### config.mk
export PLATFORM = sky130hd
export DESIGN_NAME = aqs_shifter
export DESIGN_NICKNAME = d
export VERILOG_FILES = /design/src/rtl/aqs_pkg.sv /design/src/rtl/aqs_chain.sv /design/src/rtl/aqs_seq.sv /design/src/rtl/aqs_shifter.sv
export SDC_FILE = /design/constraint.sdc
export NUM_CORES = 1
export LEC_CHECK = 0
export ABC_AREA = 1
export CORE_MARGIN = 1
export CORE_UTILIZATION = 45
export CTS_CLUSTER_DIAMETER = 40
export DETAILED_ROUTE_END_ITERATION = 7
export PLACE_DENSITY = 0.81
export SLEW_MARGIN = 10
export SYNTH_ARGS = -nofsm -noshare
export SYNTH_HDL_FRONTEND = slang
export SYNTH_HIERARCHICAL = 1
export SYNTH_SLANG_ARGS = --single-unit
### constraint.sdc
create_clock -name clk -period 1.7 [get_ports clk]
set_input_delay 0.255 -clock clk [delete_from_list [all_inputs] [get_ports clk]]
set_output_delay 0.255 -clock clk [all_outputs]
set_load 0.03 [all_outputs]
### src/rtl/aqs_pkg.sv
// Package: shared operation codes for the double-length shifter.
// Assumes a two-bit operation field on the block's port.
package aqs_pkg;
    typedef enum logic [1:0] {
        OP_SHL   = 2'b00,
        OP_SHR   = 2'b01,
        OP_CP_AQ = 2'b10,
        OP_CP_QA = 2'b11
    } aq_op_e;

    // True when the operation walks the chain rather than copying.
    function automatic logic is_shift(input aq_op_e o);
        return (o == OP_SHL) || (o == OP_SHR);
    endfunction
endpackage

### src/rtl/aqs_chain.sv
// Module: one-place shift of the concatenated data bits of A and Q.
// Sign bits are not part of this module's view. A zero enters at the open
// end of the chain and the bit leaving the far end is dropped.
// Assumes DW >= 2.
module aqs_chain #(
    parameter int DW = 11
) (
    input  logic [DW-1:0] a_dat,
    input  logic [DW-1:0] q_dat,
    input  logic          go_left,
    output logic [DW-1:0] a_nxt,
    output logic [DW-1:0] q_nxt
);
    localparam int CW = 2 * DW;

    logic [CW-1:0] chain;
    logic [CW-1:0] shifted;

    // Join A above Q into a single chain.
    always_comb chain = {a_dat, q_dat};

    // Each chain position selects its left or right neighbour.
    generate
        for (genvar i = 0; i < CW; i++) begin : g_bit
            if (i == 0) begin : g_low
                assign shifted[i] = go_left ? 1'b0 : chain[i+1];
            end else if (i == CW - 1) begin : g_high
                assign shifted[i] = go_left ? chain[i-1] : 1'b0;
            end else begin : g_mid
                assign shifted[i] = go_left ? chain[i-1] : chain[i+1];
            end
        end
    endgenerate

    // Split the chain back into the two register data fields.
    always_comb begin
        a_nxt = shifted[CW-1:DW];
        q_nxt = shifted[DW-1:0];
    end
endmodule

### src/rtl/aqs_seq.sv
// Module: operation sequencer for the double-length shifter.
// Accepts a start only while idle, latches the operation, saturates the
// count, and steps the chain once per cycle until the count runs out.
// Copies and zero counts finish at the start edge without raising busy.
module aqs_seq #(
    parameter int DW = 11,
    localparam int MAXSH = 2 * DW,
    localparam int CNTW = $clog2(MAXSH + 1)
) (
    input  logic             clk,
    input  logic             rst_n,
    input  logic             start,
    input  logic             load,
    input  aqs_pkg::aq_op_e  op,
    input  logic [CNTW-1:0]  count,
    output aqs_pkg::aq_op_e  op_q,
    output logic             step,
    output logic             cp_aq,
    output logic             cp_qa,
    output logic             load_ok,
    output logic             busy,
    output logic             done
);
    import aqs_pkg::*;

    logic [CNTW-1:0] eff_cnt;
    logic [CNTW-1:0] remain;
    logic            take;

    // Clamp the requested count to the chain length.
    always_comb eff_cnt = (count > CNTW'(MAXSH)) ? CNTW'(MAXSH) : count;

    // Decode the single-edge actions from the idle state.
    always_comb begin
        take    = start && !busy;
        cp_aq   = take && (op == OP_CP_AQ);
        cp_qa   = take && (op == OP_CP_QA);
        load_ok = load && !busy && !start;
        step    = busy;
    end

    // Track the latched operation, the remaining places and the handshake flags.
    always_ff @(posedge clk) begin
        if (!rst_n) begin
            busy   <= 1'b0;
            done   <= 1'b0;
            remain <= '0;
            op_q   <= OP_SHL;
        end else begin
            done <= 1'b0;
            if (take) begin
                op_q <= op;
                if (!is_shift(op) || (eff_cnt == '0)) begin
                    done <= 1'b1;
                end else begin
                    busy   <= 1'b1;
                    remain <= eff_cnt;
                end
            end else if (busy) begin
                remain <= remain - 1'b1;
                if (remain == CNTW'(1)) begin
                    busy <= 1'b0;
                    done <= 1'b1;
                end
            end
        end
    end
endmodule

### src/rtl/aqs_shifter.sv
// Module: top of the double-length A/Q shifter.
// Holds A and Q and applies load, copy and per-place shift updates chosen by
// the sequencer. Bit W-1 of each register is a sign bit that shifts never
// write. Assumes start and load are single-cycle strobes from the host.
module aqs_shifter #(
    parameter int W = 12,
    localparam int DW = W - 1,
    localparam int MAXSH = 2 * DW,
    localparam int CNTW = $clog2(MAXSH + 1)
) (
    input  logic            clk,
    input  logic            rst_n,
    input  logic            load,
    input  logic [W-1:0]    a_in,
    input  logic [W-1:0]    q_in,
    input  logic            start,
    input  logic [1:0]      op,
    input  logic [CNTW-1:0] count,
    output logic [W-1:0]    a_out,
    output logic [W-1:0]    q_out,
    output logic            busy,
    output logic            done
);
    import aqs_pkg::*;

    logic [W-1:0]  a_r;
    logic [W-1:0]  q_r;
    logic [DW-1:0] a_step;
    logic [DW-1:0] q_step;
    aq_op_e        op_q;
    aq_op_e        op_in;
    logic          step;
    logic          cp_aq;
    logic          cp_qa;
    logic          load_ok;

    // Map the raw port code onto the operation type.
    always_comb op_in = aq_op_e'(op);

    aqs_seq #(.DW(DW)) u_seq (
        .clk     (clk),
        .rst_n   (rst_n),
        .start   (start),
        .load    (load),
        .op      (op_in),
        .count   (count),
        .op_q    (op_q),
        .step    (step),
        .cp_aq   (cp_aq),
        .cp_qa   (cp_qa),
        .load_ok (load_ok),
        .busy    (busy),
        .done    (done)
    );

    aqs_chain #(.DW(DW)) u_chain (
        .a_dat   (a_r[DW-1:0]),
        .q_dat   (q_r[DW-1:0]),
        .go_left (op_q == OP_SHL),
        .a_nxt   (a_step),
        .q_nxt   (q_step)
    );

    // Update the register pair from load, copy or one shift step.
    always_ff @(posedge clk) begin
        if (!rst_n) begin
            a_r <= '0;
            q_r <= '0;
        end else if (load_ok) begin
            a_r <= a_in;
            q_r <= q_in;
        end else if (cp_aq) begin
            q_r <= a_r;
        end else if (cp_qa) begin
            a_r <= q_r;
        end else if (step) begin
            a_r[DW-1:0] <= a_step;
            q_r[DW-1:0] <= q_step;
        end
    end

    // Drive the register contents onto the outputs.
    always_comb begin
        a_out = a_r;
        q_out = q_r;
    end
endmodule

==> key figures <==
Finish
  • Post-Layout Cell Count: approximately 560
  • Nets: 527
  • Share of cells above drive strength 1: 0.114
  • Util after Layout: 0.644
  • Most common cell after layout, fill and taps aside: nand2_1
  • Antenna diodes: 0
  • Most frequent cells in the layout: 180 x nand2_1, 60 x nor2_1, 52 x clkdlybuf4s50_1
  • Area added between synthesis and finish: 37.6%

Timing
  • Final hold violation count: 0
  • Tightest Pin Transition: roughly 0.34 ns
  • Final period util: 0.977
  • Clk_skew: ~0.005 ns
  • Min Tclk post-route: around 1.7 ns
  • Slew headroom: 0.775
  • Unrepaired setup endpoints after global routing: yes
  • Final setup margin: 0.0386 ns
  • Highest clock rate: about 0.60 GHz
  • Final setup viols: 0
  • Slew Limit Fails: 0

Route
  • First DRT Iteration DRCs: roughly 250
  • Drt pass-1 iters: 4
  • Drt via density: roughly 5
  • WL/cell: ~12 um
  • Number of antenna-violating nets in the routed design: 0
  • Drt total wl: between 6000 and 7000 um
  • Drc violations: 0
  • Routed via count: 2792

Worst setup path
  • Worst Setup SP: q_out[6]$_SDFFE_PN0P_
  • WS Path Type: flip-flop to primary output
  • Reg2reg start: u_seq/busy$_SDFFE_PN0P_
  • Reg2Reg Depth: 10
  • R2R Path End: q_out[0]$_SDFFE_PN0P_
  • Crit Path Max Fanout: 5
  • CP max stage delay: roughly 0.71 ns
  • CP max-delay cell: clkdlybuf4s50_1
  • Internal reg-to-reg setup slack: roughly 0.16 ns
  • Total buffers and inverters traversed by the critical path: 1
  • Worst path required time: between 1 and 1.5 ns
  • Startpoint types: flip-flop
  • Worst Setup End Kind: primary output
  • Worst setup path endpoint: q_out[6]
  • CP arrival: 1.41 ns
  • Crit path depth: 1
  • Top delay family on crit path: buffers and inverters
  • Crit path cell chain: clkdlybuf4s50_1

CTS
  • TritonCTS Buffers: 5
  • Root Buffer Master: clkbuf_8
  • Clk sink count: 33
  • Worst skew pair latency: between 0.2 and 0.3 ns
  • CTS tree: built
  • Clk pin slew, worst setup/hold paths: roughly 0.07 ns
  • H-tree depth: 2
  • Longest Clk Path Bufs: 2
  • Post-CTS Hold Fix Bufs: 0

Die
  • Initial Utilization: 0.468
  • Die footprint: between 0.005 and 0.006 mm2
  • Die Y: roughly 75 um
  • Core area: 0.00511 mm2
  • Row Count: 26
  • I/O Pins: 61
  • Die width: about 75 um

Yosys
  • Synth Cell Area: 0.00239 mm2
  • Synth unique cells: 25
  • Synthesized net count: 455
  • Warnings from Yosys: 6
  • Mean Syn Cell Area: ~5.7 um2
  • Yosys top cell by area: nand2_1
  • Share of the synthesized area in the top cell type: 0.283
  • Cells after Synth: around 420
  • Post-synthesis sequential area ratio: 0.276
  • Top cells by area, synth: nand2_1 28%, dfxtp_1 28%, nor2_1 9.9%
  • Synth Register Bits: 33

Placement
  • Placer Congestion: between 0.8 and 0.9
  • IO Port Bufs: 60
  • Post-DP HPWL: ~4900 um
  • Setup WS pre-CTS: -0.198 ns
  • Placed insts: 552

Global routing
  • Largest net degree at the start of global routing: 32
  • First-pass GRT wire length: approximately 11000 um
  • Antenna violations before repair: 0
  • GRT Util Overall: 0.253
  • Total gr overflow: 0
  • Vias in the first global route: around 2400

Pwr
  • Standby leakage power: ~0.0016 uW
  • Total Power: between 2000 and 3000 uW
  • Power per cell area: between 800 and 900 mW/mm2
  • Maximum vdd drop: roughly 390 uV

Job
  • Max Cap Viol: 0

Status
  • Outcome: finished clean

Hold path
  • Min-Delay Path Class: flip-flop to flip-flop
==> report_power, final <==
part           internal [uW]  switching (uW)  total (uW)
clock network            291             294         586
registers                865             102         967
logic                    470             642        1110
==> area by class of cell <==
cell class,instances,area (um2)
tap,70,87.6
multi-input combinational,331,1470
sequential,33,661
clock buffer,8,80.1
inverter,34,133
fill,487,1820
timing repair buffer,85,855
==> sequential cells by signal, summed over array words and instances, names as in the netlist <==
name and flops:
a_out 12, u_seq/done 1, u_seq/busy 1, u_seq/op_q 2, q_out 12, u_seq/remain 5
==> worst min path at each step <==
stage / cells past startpoint / slack [ns] / start / end
3_3_place_gp: 2 / 0.45 / u_seq/op_q[1]$_SDFFE_PN0P_ / u_seq/op_q[1]$_SDFFE_PN0P_
2_1_floorplan: 2 / 0.38 / rst_n / u_seq/remain[2]$_SDFFE_PN0P_
4_1_cts: 2 / 0.48 / u_seq/op_q[1]$_SDFFE_PN0P_ / u_seq/op_q[1]$_SDFFE_PN0P_
6_report: 2 / 0.49 / u_seq/op_q[1]$_SDFFE_PN0P_ / u_seq/op_q[1]$_SDFFE_PN0P_
5_1_grt: 2 / 0.51 / u_seq/op_q[1]$_SDFFE_PN0P_ / u_seq/op_q[1]$_SDFFE_PN0P_
3_5_place_dp: 2 / 0.47 / u_seq/op_q[1]$_SDFFE_PN0P_ / u_seq/op_q[1]$_SDFFE_PN0P_
==> repair_timing <==
action	in CTS	in global routing
setup endpoints to repair	1	27
buffers inserted	0	1
resized for setup	1	16
pin swaps	0	1
==> per-layer routing <==
metal  global-route usage  share of wire  up-vias
li1                     -              -     1434
met1                0.341           0.45     1266
met2                0.411           0.47       84
met3               0.0482          0.065        8
met4               0.0713         0.0087        0
met5                    0              0        -
==> cell usage after synthesis (all sizes together) <==
| cell type | number |
|---|---|
| ha | 2 |
| nand3 | 27 |
| inv | 34 |
| nand2 | 187 |
| nor2 | 66 |
| clkbuf | 3 |
| o21ai | 27 |
| dfxtp | 33 |
| a21oi | 18 |
| buf | 17 |
| or2 | 2 |
| nand4 | 2 |
==> cells by family after synthesis <==
family | Yosys count | share of synthesized area
adders and majority gates | 2 | 0.0105
DFF | 33 | 0.276
and+or+nand+nor | 284 | 0.495
AOI/OAI and AO/OA | 45 | 0.0989
buffers and inverters | 54 | 0.120
==> metrics by stage <==
| stage | area (um2) | setup TNS, ns | hold slack (ns) |
|---|---|---|---|
| global route | 3290 | -0.0123 | 0.514 |
| detailed placement | 3160 | -3.65 | 0.469 |
| finish | 3290 | 0 | 0.486 |
| floorplan | 2390 | 0 | 0.376 |
| CTS | 3240 | 0 | 0.481 |
| global placement | 3160 | -2.51 | 0.451 |
(Power assumes the default switching activity.)
